$ cat config.mk
export PLATFORM = sky130hd
export DESIGN_NAME = spk_sumthr_top
export DESIGN_NICKNAME = d
export VERILOG_FILES = /design/src/rtl/spk_sumthr_pkg.sv /design/src/rtl/spk_chan_adder.sv /design/src/rtl/spk_var_est.sv /design/src/rtl/spk_thr_cmp.sv /design/src/rtl/spk_sumthr_top.sv
export SDC_FILE = /design/constraint.sdc
export NUM_CORES = 1
export LEC_CHECK = 0
export ABC_AREA = 1
export CAP_MARGIN = 15
export CORE_AREA = 2 2 195 197
export DETAILED_ROUTE_END_ITERATION = 16
export DIE_AREA = 0 0 197 199
export PLACE_DENSITY_LB_ADDON = 0.25
export REMOVE_ABC_BUFFERS = 1
export SYNTH_ARGS = -nofsm -noshare
export SYNTH_HDL_FRONTEND = slang
export SYNTH_SLANG_ARGS = --single-unit
$ cat constraint.sdc
create_clock -name clk -period 13.4 [get_ports clk]
set_input_delay 1.34 -clock clk [delete_from_list [all_inputs] [get_ports clk]]
set_output_delay 1.34 -clock clk [all_outputs]
set_load 0.01 [all_outputs]
$ cat src/rtl/spk_sumthr_pkg.sv
package spk_sumthr_pkg;
  function automatic int sum_width(input int sample_w, input int num_ch);
    return sample_w + $clog2(num_ch);
  endfunction

  function automatic int sq_width(input int sample_w, input int num_ch);
    return 2 * sum_width(sample_w, num_ch);
  endfunction
endpackage

$ cat src/rtl/spk_chan_adder.sv
module spk_chan_adder #(
  parameter int SAMPLE_W = 12,
  parameter int NUM_CH   = 7,
  localparam int SUM_W   = spk_sumthr_pkg::sum_width(SAMPLE_W, NUM_CH),
  localparam int SQ_W    = 2 * SUM_W
) (
  input  logic [NUM_CH*SAMPLE_W-1:0] ch_data,
  output logic signed [SUM_W-1:0]    sum,
  output logic [SQ_W-1:0]            sq
);
  logic signed [SUM_W-1:0] ext [NUM_CH];

  for (genvar c = 0; c < NUM_CH; c++) begin : g_ext
    logic signed [SAMPLE_W-1:0] raw;
    assign raw    = ch_data[c*SAMPLE_W +: SAMPLE_W];
    assign ext[c] = SUM_W'(raw);
  end

  always_comb begin
    sum = '0;
    for (int c = 0; c < NUM_CH; c++) sum = sum + ext[c];
  end

  logic signed [SQ_W-1:0] sum_w, sq_s;
  assign sum_w = SQ_W'(sum);
  assign sq_s  = sum_w * sum_w;
  assign sq    = $unsigned(sq_s);
endmodule

$ cat src/rtl/spk_var_est.sv
module spk_var_est #(
  parameter int SQ_W     = 30,
  parameter int WIN_LOG2 = 4,
  localparam int ACC_W   = SQ_W + WIN_LOG2
) (
  input  logic            clk,
  input  logic            rst,
  input  logic            fire,
  input  logic [SQ_W-1:0] sq,
  output logic [SQ_W-1:0] var_q,
  output logic            armed
);
  logic [ACC_W-1:0]    acc, acc_nxt;
  logic [WIN_LOG2-1:0] cnt;
  logic                last;

  assign acc_nxt = acc + ACC_W'(sq);
  assign last    = &cnt;

  always_ff @(posedge clk) begin
    if (rst) begin
      acc   <= '0;
      cnt   <= '0;
      var_q <= '0;
      armed <= 1'b0;
    end else if (fire) begin
      cnt <= cnt + 1'b1;
      if (last) begin
        var_q <= acc_nxt[ACC_W-1:WIN_LOG2];
        acc   <= '0;
        armed <= 1'b1;
      end else begin
        acc <= acc_nxt;
      end
    end
  end


  var_hold_chk: assert property (@(posedge clk) disable iff (rst)
    !(fire && last) |=> $stable(var_q));

  arm_hold_chk: assert property (@(posedge clk) disable iff (rst)
    armed |=> armed);
endmodule

$ cat src/rtl/spk_thr_cmp.sv
module spk_thr_cmp #(
  parameter int SUM_W       = 15,
  parameter int SQ_W        = 30,
  parameter int MULT_W      = 3,
  parameter int REFRACT_LEN = 4,
  localparam int PROD_W     = SQ_W + 2*MULT_W,
  localparam int REFR_W     = $clog2(REFRACT_LEN + 1)
) (
  input  logic                    clk,
  input  logic                    rst,
  input  logic                    fire,
  input  logic                    armed,
  input  logic signed [SUM_W-1:0] sum,
  input  logic [SQ_W-1:0]         sq,
  input  logic [SQ_W-1:0]         var_q,
  input  logic [MULT_W-1:0]       mult,
  output logic                    detect
);
  logic [2*MULT_W-1:0] m2;
  logic [PROD_W-1:0]   limit;
  logic [REFR_W-1:0]   refr;
  logic                hit, over;

  assign m2    = (2*MULT_W)'(mult) * (2*MULT_W)'(mult);
  assign limit = PROD_W'(m2) * PROD_W'(var_q);
  assign over  = PROD_W'(sq) > limit;
  assign hit   = fire && armed && sum[SUM_W-1] && over && (refr == '0);

  always_ff @(posedge clk) begin
    if (rst) begin
      detect <= 1'b0;
      refr   <= '0;
    end else begin
      detect <= hit;
      if (hit)                      refr <= REFR_W'(REFRACT_LEN);
      else if (fire && refr != '0)  refr <= refr - 1'b1;
    end
  end


  neg_only_chk: assert property (@(posedge clk) disable iff (rst)
    detect |-> $past(sum) < 0);

  armed_first_chk: assert property (@(posedge clk) disable iff (rst)
    detect |-> $past(armed));

  pulse_once_chk: assert property (@(posedge clk) disable iff (rst)
    detect |=> !detect);

  refr_block_chk: assert property (@(posedge clk) disable iff (rst)
    (fire && refr != '0) |=> !detect);

  tick_only_chk: assert property (@(posedge clk) disable iff (rst)
    detect |-> $past(fire));
endmodule

$ cat src/rtl/spk_sumthr_top.sv
module spk_sumthr_top #(
  parameter int SAMPLE_W    = 12,
  parameter int NUM_CH      = 7,
  parameter int WIN_LOG2    = 4,
  parameter int MULT_W      = 3,
  parameter int REFRACT_LEN = 4,
  localparam int SUM_W      = spk_sumthr_pkg::sum_width(SAMPLE_W, NUM_CH),
  localparam int SQ_W       = spk_sumthr_pkg::sq_width(SAMPLE_W, NUM_CH)
) (
  input  logic                       clk,
  input  logic                       rst,
  input  logic                       in_valid,
  output logic                       in_ready,
  input  logic [NUM_CH*SAMPLE_W-1:0] ch_data,
  input  logic [MULT_W-1:0]          thr_mult,
  output logic                       detect,
  output logic [SQ_W-1:0]            var_est
);
  logic                    ready_q, fire, armed;
  logic signed [SUM_W-1:0] sum;
  logic [SQ_W-1:0]         sq;

  always_ff @(posedge clk) ready_q <= !rst;
  assign in_ready = ready_q;
  assign fire     = in_valid && ready_q;

  spk_chan_adder #(.SAMPLE_W(SAMPLE_W), .NUM_CH(NUM_CH)) adder_i (
    .ch_data(ch_data), .sum(sum), .sq(sq));

  spk_var_est #(.SQ_W(SQ_W), .WIN_LOG2(WIN_LOG2)) var_i (
    .clk(clk), .rst(rst), .fire(fire), .sq(sq), .var_q(var_est), .armed(armed));

  spk_thr_cmp #(.SUM_W(SUM_W), .SQ_W(SQ_W), .MULT_W(MULT_W),
                .REFRACT_LEN(REFRACT_LEN)) cmp_i (
    .clk(clk), .rst(rst), .fire(fire), .armed(armed), .sum(sum), .sq(sq),
    .var_q(var_est), .mult(thr_mult), .detect(detect));


  ready_rst_chk: assert property (@(posedge clk)
    rst |=> !in_ready && !detect && var_est == '0);
endmodule

Word level (Yosys, flattened, before mapping)
Cells that the tools add are included.
{"block": "totals", "register_bits": 74, "wordCells": 37, "out_inout_bits": 32}
{"block": "op_classes", "magnitude_cmp": 1, "n_addsub": 9, "mux": 3, "n_reduce_logical": 13, "n_mul": 3}
{"op": "15-bit by 12-bit adder with 15-bit output", "n": 4}
{"op": "30-bit by 36-bit greater-than comparator with 1-bit output", "n": 1}
{"op": "6-bit by 30-bit multiplier with 36-bit output", "n": 1}
{"op": "34-bit by 30-bit adder with 34-bit output", "n": 1}
{"op": "34-bit 2-to-1 mux", "n": 1}
{"op": "15-bit by 15-bit multiplier with 30-bit output", "n": 1}
{"op": "13-bit by 12-bit adder with 14-bit output", "n": 1}
{"op": "12-bit by 12-bit adder with 13-bit output", "n": 1}
{"op": "1-bit logical AND", "n": 6}
{"op": "3-bit by 3-bit multiplier with 6-bit output", "n": 1}
{"op": "3-bit 2-to-1 mux", "n": 2}
{"op": "5-bit AND reduction", "n": 1}
{"op": "4-bit by 1-bit adder with 4-bit output (second input constant)", "n": 1}
{"op": "4-bit AND reduction", "n": 1}
{"op": "3-bit logical NOT", "n": 1}
{"op": "3-bit nonzero test", "n": 1}
{"op": "3-bit by 1-bit subtractor with 3-bit output (second input constant)", "n": 1}
{"op": "2-bit nonzero test", "n": 1}
{"op": "2-bit OR reduction", "n": 1}
{"op": "1-bit logical NOT", "n": 1}

Longest topological paths before layout
Gate-level depths: netlist of run 1.
{"block": "depth", "word_depth": 11, "depth_mapped": 63, "depth_no_buf": 62}

Cells and area by module
A second synthesis of run 1 with hierarchy kept.
{"block": "hier_totals", "hier_cells": 3142, "hier_area_um2": 22128.7}
{"mod": "spk_chan_adder", "n_inst": 1, "area_per_inst_um2": 10779.1, "cells_per_inst": 1364, "seq_area_each_um2": 0.0}
{"mod": "spk_thr_cmp", "n_inst": 1, "area_per_inst_um2": 6764.0, "cells_per_inst": 1062, "seq_area_each_um2": 80.1}
{"mod": "spk_var_est", "n_inst": 1, "area_per_inst_um2": 4554.4, "cells_per_inst": 712, "seq_area_each_um2": 1381.3}
{"mod": "spk_sumthr_top", "n_inst": 1, "area_per_inst_um2": 31.3, "cells_per_inst": 4, "seq_area_each_um2": 20.0}

Worst setup path after synthesis of run 1
OpenSTA, ideal clock, no wires.
{"block": "synth_path", "path_kind": "input-to-reg", "startpoint": "input ch_data[1]", "endpoint": "register var_i.var_q[23]", "slack_ns": 1.909, "path_buffers": 0, "stages": 53, "setup_ns": 0.115, "t_arrival_ns": 11.376, "path_cell_list": "inv_1 > fa_1 > inv_1 > ha_1 > fa_1 > nand3_1 > and2_1 > inv_1 > a21oi_1 > nor2_1 > o21ai_0 > nand2_1 > nand2_1 > a22oi_1 > fa_1 > inv_1 > ha_1 > a21oi_1 > [... 17 more ...] > a21oi_1 > o21ai_0 > a21oi_1 > nand3_1 > nand3_1 > nand2_1 > a21oi_1 > xnor2_1 > ha_1 > a21oi_1 > o21ai_0 > o21bai_1 > a21oi_1 > nand2_1 > nand2_1 > nand2_1 > o21ai_0 > inv_1"}
{"block": "synth_via", "elab_chain_cells": 8}
{"item": "start, declared", "line": "spk_sumthr_top.sv:14", "rtl": "input logic [NUM_CH*SAMPLE_W-1:0] ch_data,"}
{"item": "12-bit by 12-bit adder with 13-bit output", "line": "spk_chan_adder.sv:21", "rtl": "for (int c = 0; c < NUM_CH; c++) sum = sum + ext[c];"}
{"item": "13-bit by 12-bit adder with 14-bit output", "line": "spk_chan_adder.sv:21"}
{"item": "15-bit by 12-bit adder with 15-bit output (4 in a row)", "line": "spk_chan_adder.sv:21"}
{"item": "15-bit by 15-bit multiplier with 30-bit output", "line": "spk_chan_adder.sv:26", "rtl": "assign sq_s = sum_w * sum_w;"}
{"item": "34-bit by 30-bit adder with 34-bit output", "line": "spk_var_est.sv:17", "rtl": "assign acc_nxt = acc + ACC_W'(sq);"}
{"item": "end signal, assigned", "line": "spk_var_est.sv:29", "rtl": "var_q <= acc_nxt[ACC_W-1:WIN_LOG2];"}
{"item": "end, declared", "line": "spk_var_est.sv:10", "rtl": "output logic [SQ_W-1:0] var_q,"}
No other way between the ends.
A chain may end at the register's enable or synchronous reset.

Final worst setup path of run 1
{"block": "layout_path", "startpoint": "input ch_data[1]", "endpoint": "register cmp_i.refr[0]"}
{"block": "layout_via", "elab_chain_cells": 11}
{"item": "12-bit by 12-bit adder with 13-bit output *", "line": "spk_chan_adder.sv:21"}
{"item": "13-bit by 12-bit adder with 14-bit output *", "line": "spk_chan_adder.sv:21"}
{"item": "15-bit by 12-bit adder with 15-bit output * (4 in a row)", "line": "spk_chan_adder.sv:21"}
{"item": "15-bit by 15-bit multiplier with 30-bit output", "line": "spk_chan_adder.sv:26"}
{"item": "30-bit by 36-bit greater-than comparator with 1-bit output", "line": "spk_thr_cmp.sv:26", "rtl": "assign over = PROD_W'(sq) > limit;"}
{"item": "1-bit logical AND * (2 in a row)", "line": "spk_thr_cmp.sv:27", "rtl": "assign hit = fire && armed && sum[SUM_W-1] && over && (refr == '0);"}
{"item": "2-bit OR reduction (no source line) *"}
{"item": "end signal, assigned", "line": "spk_thr_cmp.sv:35", "rtl": "if (hit) refr <= REFR_W'(REFRACT_LEN);"}
{"item": "end signal, assigned", "line": "spk_thr_cmp.sv:36", "rtl": "else if (fire && refr != '0) refr <= refr - 1'b1;"}
{"item": "end, declared", "line": "spk_thr_cmp.sv:21", "rtl": "logic [REFR_W-1:0] refr;"}
Mark *: on every way between the ends. The rest lies on a longest branch, timed or not.

==> results of run 1 <==
-- cell usage after synthesis, types with 2 or more instances --
library cell and number:
a21o_1 19, a21oi_1 181, a21oi_2 2, a22oi_1 3, a31oi_1 16, and2_1 2
and3_1 2, buf_1 5, buf_2 5, clkbuf_1 31, clkinv_1 5, dfxtp_1 74
fa_1 333, ha_1 243, inv_1 597, inv_2 3, nand2_1 586, nand2_2 7
nand3_1 67, nand3b_1 8, nand4_1 15, nor2_1 234, nor2_2 15, nor3_1 9
nor4_1 3, o211ai_1 7, o21a_1 6, o21ai_0 71, o21ai_1 5, o21ai_2 7
o21bai_1 14, or2_1 2, or2_2 6, xnor2_1 37, xor2_1 55
-- registers in the layout, indices dropped and copies added, names as in the netlist --
signal,flops
cmp_i.refr,3
var_i.armed,1
in_ready,1
var_i.acc,34
var_i.var_q,30
cmp_i.detect,1
var_i.cnt,4
-- stage by stage --
| step | util (%) | std cells | setup WS [ns] | hold slack (ns) |
|---|---|---|---|---|
| 3_5_place_dp | 59.2 | 3258 | 0.0869 | 0.466 |
| 4_1_cts | 60.3 | 3274 | 0.426 | 0.476 |
| 3_3_place_gp | 59.2 | 3258 | 0.170 | 0.458 |
| 5_1_grt | 60.3 | 3274 | 0.0638 | 0.487 |
| 2_1_floorplan | - | 2643 | 1.82 | 0.441 |
| 6_report | 60.3 | 3274 | 0.899 | 0.472 |
-- cells by family after synthesis --
family	Yosys count	share of synthesized area, %
buffers and inverters	650	12.2
adders and majority gates	576	48.0
AOI/OAI and AO/OA	336	9.25
and+or+nand+nor	958	19.1
xor gates and xnor gates	93	4.12
DFF	74	7.32
-- placed cells by master (no fill, tap or decap), drive strengths merged --
cell           Yosys  routed
a21boi             1       1
inv              601     601
fa               333     333
dfxtp             74      74
buf               13      21
clkbuf            31      12
nand2            593     593
o31ai              1       1
a21o              19      19
o211ai             7       7
bufinv             0       4
nand4             15      15
xnor2             37      37
o21ai             83      83
nand3b             8       8
a22oi              3       3
and2               2       2
o21bai            14      14
and3               2       2
nor3               9       9
o22ai              1       1
clkdlybuf4s50      0     120
nor2             250     250
ha               243     243
clkinv             5       5
o2111ai            1       1
a21oi            183     183
o221ai             1       1
a31oi             16      16
xor2              56      56
or2                8       8
nand3             68      68
nor4               3       3
o21a               6       6
-- path summary, 6_finish.rpt --
kind | depth (start not counted) | start | to | slack [ns]
worst max register to register | 28 | var_i.var_q[1] | cmp_i.refr[0] | 7.37
worst min register to register | 2 | var_i.acc[10] | var_i.acc[10] | 0.47
worst max-delay path | 49 | ch_data[1] | cmp_i.refr[0] | 0.90
worst min-delay path | 2 | var_i.acc[10] | var_i.acc[10] | 0.47
-- final cells by class --
cell class / instances / share of cell area [%]
Tap cell: 474 / 2.65
Clock buffer: 12 / 1.19
Sequential cell: 74 / 6.61
Inverter: 606 / 10.2
Multi-Input combinational cell: 1963 / 72.8
Timing Repair Buffer: 141 / 6.05
Clock inverter: 4 / 0.536
-- critical path: cells and delay by family --
kind                     cells  cell delay [ns]
AO/OA/AOI/OAI                6             1.10
buffers and inverters        9             1.14
adder cells (fa/ha/maj)     13             5.91
AND/OR/NAND/NOR             18             2.58
XOR/XNOR                     3             0.62
-- metal layers --
metal	track usage, %	vias to the layer above	wire (um)
met3	1.80	106	2130
li1	-	8439	-
met4	11.7	0	2250
met2	52.8	471	26900
met5	0	-	0
met1	34.8	8326	22000
-- repair_timing --
item,in CTS,in global routing
resized for setup,0,6
setup buffers,0,0
setup endpoints to repair,0,22
==> impl_metrics.tcl, run 1 <==
set metrics [dict create \
    outcome "complete, no violations" \
    cpMaxStageDelayCell "fa_2" \
    stdcell_area_um2 22400 \
    dp_hpwl_um 46200 \
    die_h_um 199 \
    finalCritPeriodShare_pct 93.3 \
    fin_crit_ns 12.50 \
    synth.largest_area_cell "fa_1" \
    overflow 0 \
    hold_path.class "flop to flop" \
    drv_slew 0 \
    htree_levels 3 \
    path_clk_slew_ns 0.06 \
    tightest_slew_ns 1.09 \
    viasPerCell 5.30 \
    grt_max_degree 48 \
    layout-drive-gt1-share_pct 3.14 \
    wl_per_cell_um 16.3 \
    num_vias 17342 \
    yosys.area.top_type_share_pct 32.9 \
    grt_use_total_pct 28.6 \
    ctsHoldBuffers 0 \
    first_global_vias 18349 \
    n_fill_cell 3434 \
    regArea_um2 1480 \
    io_buffers 121 \
    slew_headroom_pct 27.5 \
    ant_nets 0 \
    clk_latency_ns 0.36 \
    multi_input_comb_area_um2 16300 \
    timing.setup.tns_ns 0 \
    hold_violations 0 \
    drc 0 \
    setup.worst_path.start_class "input pin" \
    clockRootBuffer "clkbuf_16" \
    cts_tree "built" \
    numClockSinks 74 \
    die_area_um2 39200 \
    globalplace.congestion 0.940 \
    path_max_fanout 19 \
    yosys-top-cells-area "fa_1 33%, ha_1 15%, inv_1 11%, nand2_1 11%, dfxtp_1 7.3%" \
    cts.path.max_buffers 2 \
    cp.required_ns 13.65 \
    fp-row-count 71 \
    drtIter0Drc 803 \
    die_x_um 197 \
    placed_area_um2 22000 \
    critical-path-max-stage-delay_ns 0.68 \
    grt_pass1_wl_um 89000 \
    skew_ns 0.0104 \
    setup_viol 0 \
    end_kind "flop" \
    async_reset_ff_share_pct 0 \
    fp.coreArea_um2 37100 \
    drv_cap 0 \
    start_util_pct 54.5 \
    clock.fmax_mhz 80.0 \
    antennaDiodeCount 0 \
    netlist-cell-type-count 47 \
    netlist_area_um2 20200 \
    drtPass1Iterations 5 \
    routed_wl_um 53200 \
    worstPathArrival_ns 12.75 \
    ys.flop_type "dfxtp_1" \
    finish.net_count 3461 \
    synth_edf_count 0 \
    seq_area_frac_synth_pct 7.32 \
    cts_buffers 9 \
    syn_inst 2687 \
    path_common_cell "fa_1" \
    ios 122 \
    synth-warning-count 0 \
    antenna_found_initial 0 \
    synthToLayoutAreaGrowth_pct 10.7 \
    rsz0062_at_grt "no" \
    ys_seq_elements 74 \
    syn_avg_cell_area_um2 7.53 \
    worst-setup-path-type "input pin to flop" \
]
Power of run 1 is not shown: default switching activity piles up to over one toggle a cycle in this logic, so the estimate is an artifact.
==> run 2: changes to the inputs <==
==> constraint.sdc (replaced) <==
create_clock -name clk -period 13.4 [get_ports clk]
set_input_delay 2.68 -clock clk [delete_from_list [all_inputs] [get_ports clk]]
set_output_delay 2.68 -clock clk [all_outputs]
set_load 0.01 [all_outputs]
==> impl_metrics.tcl, run 2 (same netlist as run 1, synthesis figures left out) <==
set metrics [dict create \
    routed_wl_um 55800 \
    hold_violations 0 \
    tightest_slew_ns 1.08 \
    clockRootBuffer "clkbuf_16" \
    cpMaxStageDelayCell "fa_1" \
    fin_crit_ns 13.07 \
    ant_nets 0 \
    grt_use_met1_pct 34.3 \
    path_buf_inv 9 \
    antennaDiodeCount 0 \
    cp_top_family "adder cells" \
    reg2reg_slack_ns 7.79 \
    fp-row-count 71 \
    clock.fmax_mhz 76.5 \
    cts_tree "built" \
    grt_max_degree 46 \
    skew_ns 0.0129 \
    die_x_um 197 \
    globalplace.congestion 1.01 \
    largest_reg_flops 34 \
    use_met2_pct 55.1 \
    top_register "var_i.acc" \
    ctsHoldBuffers 0 \
    path_common_cell "nand2_1" \
    worstPathArrival_ns 13.36 \
    dp_hpwl_um 47800 \
    htree_levels 3 \
    top_regs "var_i.acc x34, var_i.var_q x30, var_i.cnt x4" \
    num_vias 18272 \
    grt_util_met3_pct 1.75 \
    io_buffers 121 \
    min_to "var_i.armed" \
    layout-drive-gt1-share_pct 14.3 \
    drv_cap 0 \
    start_util_pct 54.5 \
    cp.required_ns 13.69 \
    end_kind "flop" \
    reg2regPathDepth 25 \
    finish.net_count 3683 \
    antenna_found_initial 0 \
    worst-setup-path-type "input pin to flop" \
    mostFrequentLayoutCells "590 x inv_1, 574 x nand2_1, 328 x fa_1" \
    die_area_um2 39200 \
    cts_buffers 9 \
    drc 0 \
    finalCritPeriodShare_pct 97.5 \
    fp.coreArea_um2 37100 \
    cts.path.max_buffers 2 \
    drtPass1Iterations 7 \
    grt_pass1_wl_um 91000 \
    setup_viol 0 \
    path_max_fanout 4 \
    synthToLayoutAreaGrowth_pct 22.4 \
    numClockSinks 74 \
    outcome "complete, no violations" \
    hold_path.class "flop to flop" \
    slew_headroom_pct 28.0 \
    path_clk_slew_ns 0.06 \
    drv_slew 0 \
    drtIter0Drc 865 \
    busiest_layer "met2" \
    r2r-start "var_i.var_q[1]" \
    first_global_vias 19189 \
    die_h_um 199 \
    hold_start "var_i.armed" \
    min_delay_path_depth 2 \
    critical-path-max-stage-delay_ns 0.56 \
    r2r-end "cmp_i.refr[1]" \
    setup.worst_path.start_class "input pin" \
    ios 122 \
    wl_per_cell_um 15.9 \
    overflow 0 \
    viasPerCell 5.23 \
    grt_use_total_pct 29.1 \
    layout_commonest_cell "inv_1" \
    clk_latency_ns 0.36 \
    timing.setup.tns_ns 0 \
]
-- run 2: cell count changes in the layout (fill, tap and decap cells not counted), sizes merged --
cell      delta
inv          +1
clkinvlp     +3
bufinv       -3
clkbuf       -2
buf        +222
clkinv       +1
-- run 2: repair_timing --
item,4_1_cts,5_1_grt
pin swaps,13,63
endpoints found under the setup margin,25,42
gates cloned,0,0
resized for setup,38,123
setup buffers,3,11
-- run 2: how the worst max path moves through the flow --
stage / cells past startpoint / to / from
6_report: 55 / var_i.acc[30] / ch_data[7]
3_3_place_gp: 55 / var_i.var_q[23] / ch_data[1]
3_5_place_dp: 55 / var_i.var_q[23] / ch_data[1]
2_1_floorplan: 54 / var_i.var_q[27] / ch_data[1]
5_1_grt: 57 / cmp_i.refr[2] / ch_data[25]
4_1_cts: 62 / var_i.var_q[28] / ch_data[1]
-- run 2: worst reg2reg max path, cell delays in order (launching register included) --
cell and delay (ns):
dfxtp_1 0.48, nand2_1 0.13, fa_1 0.53, fa_1 0.53
fa_1 0.55, inv_1 0.07, fa_1 0.51, nand3_1 0.12
nand3_1 0.16, nand4_1 0.12, nand2_1 0.19, a31oi_1 0.29
inv_1 0.08, a21oi_1 0.16, xor2_1 0.29, ha_4 0.25
nand2_2 0.08, nor2_1 0.05, nand3b_1 0.11, nor2_2 0.05
a31oi_2 0.24, nand4_1 0.11, nor2_1 0.12, nand4_1 0.14
nand2_2 0.11, nor2_2 0.04
-- run 2: per-layer routing --
| layer | up-vias | routed length [um] |
|---|---|---|
| met1 | 8820 | 22700 |
| met5 | - | 0 |
| li1 | 8860 | - |
| met3 | 129 | 1820 |
| met2 | 463 | 28800 |
| met4 | 0 | 2530 |
-- run 2: area by class of cell --
| class | instances | area, um2 |
|---|---|---|
| Clock inverter | 6 | 66.3 |
| Tap cell | 474 | 593 |
| Clock buffer | 10 | 229 |
| Sequential cell | 74 | 1480 |
| Fill cell | 3174 | 12400 |
| Inverter | 606 | 2280 |
| Multi-Input combinational cell | 1963 | 17100 |
| Timing Repair Buffer | 363 | 3050 |
-- run 2: stage by stage --
step	worst slack (ns)	utilization [%]	hold slack (ns)	instances	instance area, um2
finish	0.332	66.7	0.472	3496	24800
global route	-0.123	66.7	0.503	3496	24800
CTS	0.00714	64.7	0.475	3485	24000
detailed placement	-0.839	63.4	0.462	3466	23600
global placement	-0.676	63.4	0.454	3466	23600
floorplan	0.483	-	0.441	2643	20000
Power of run 2 is left out for the same reason.
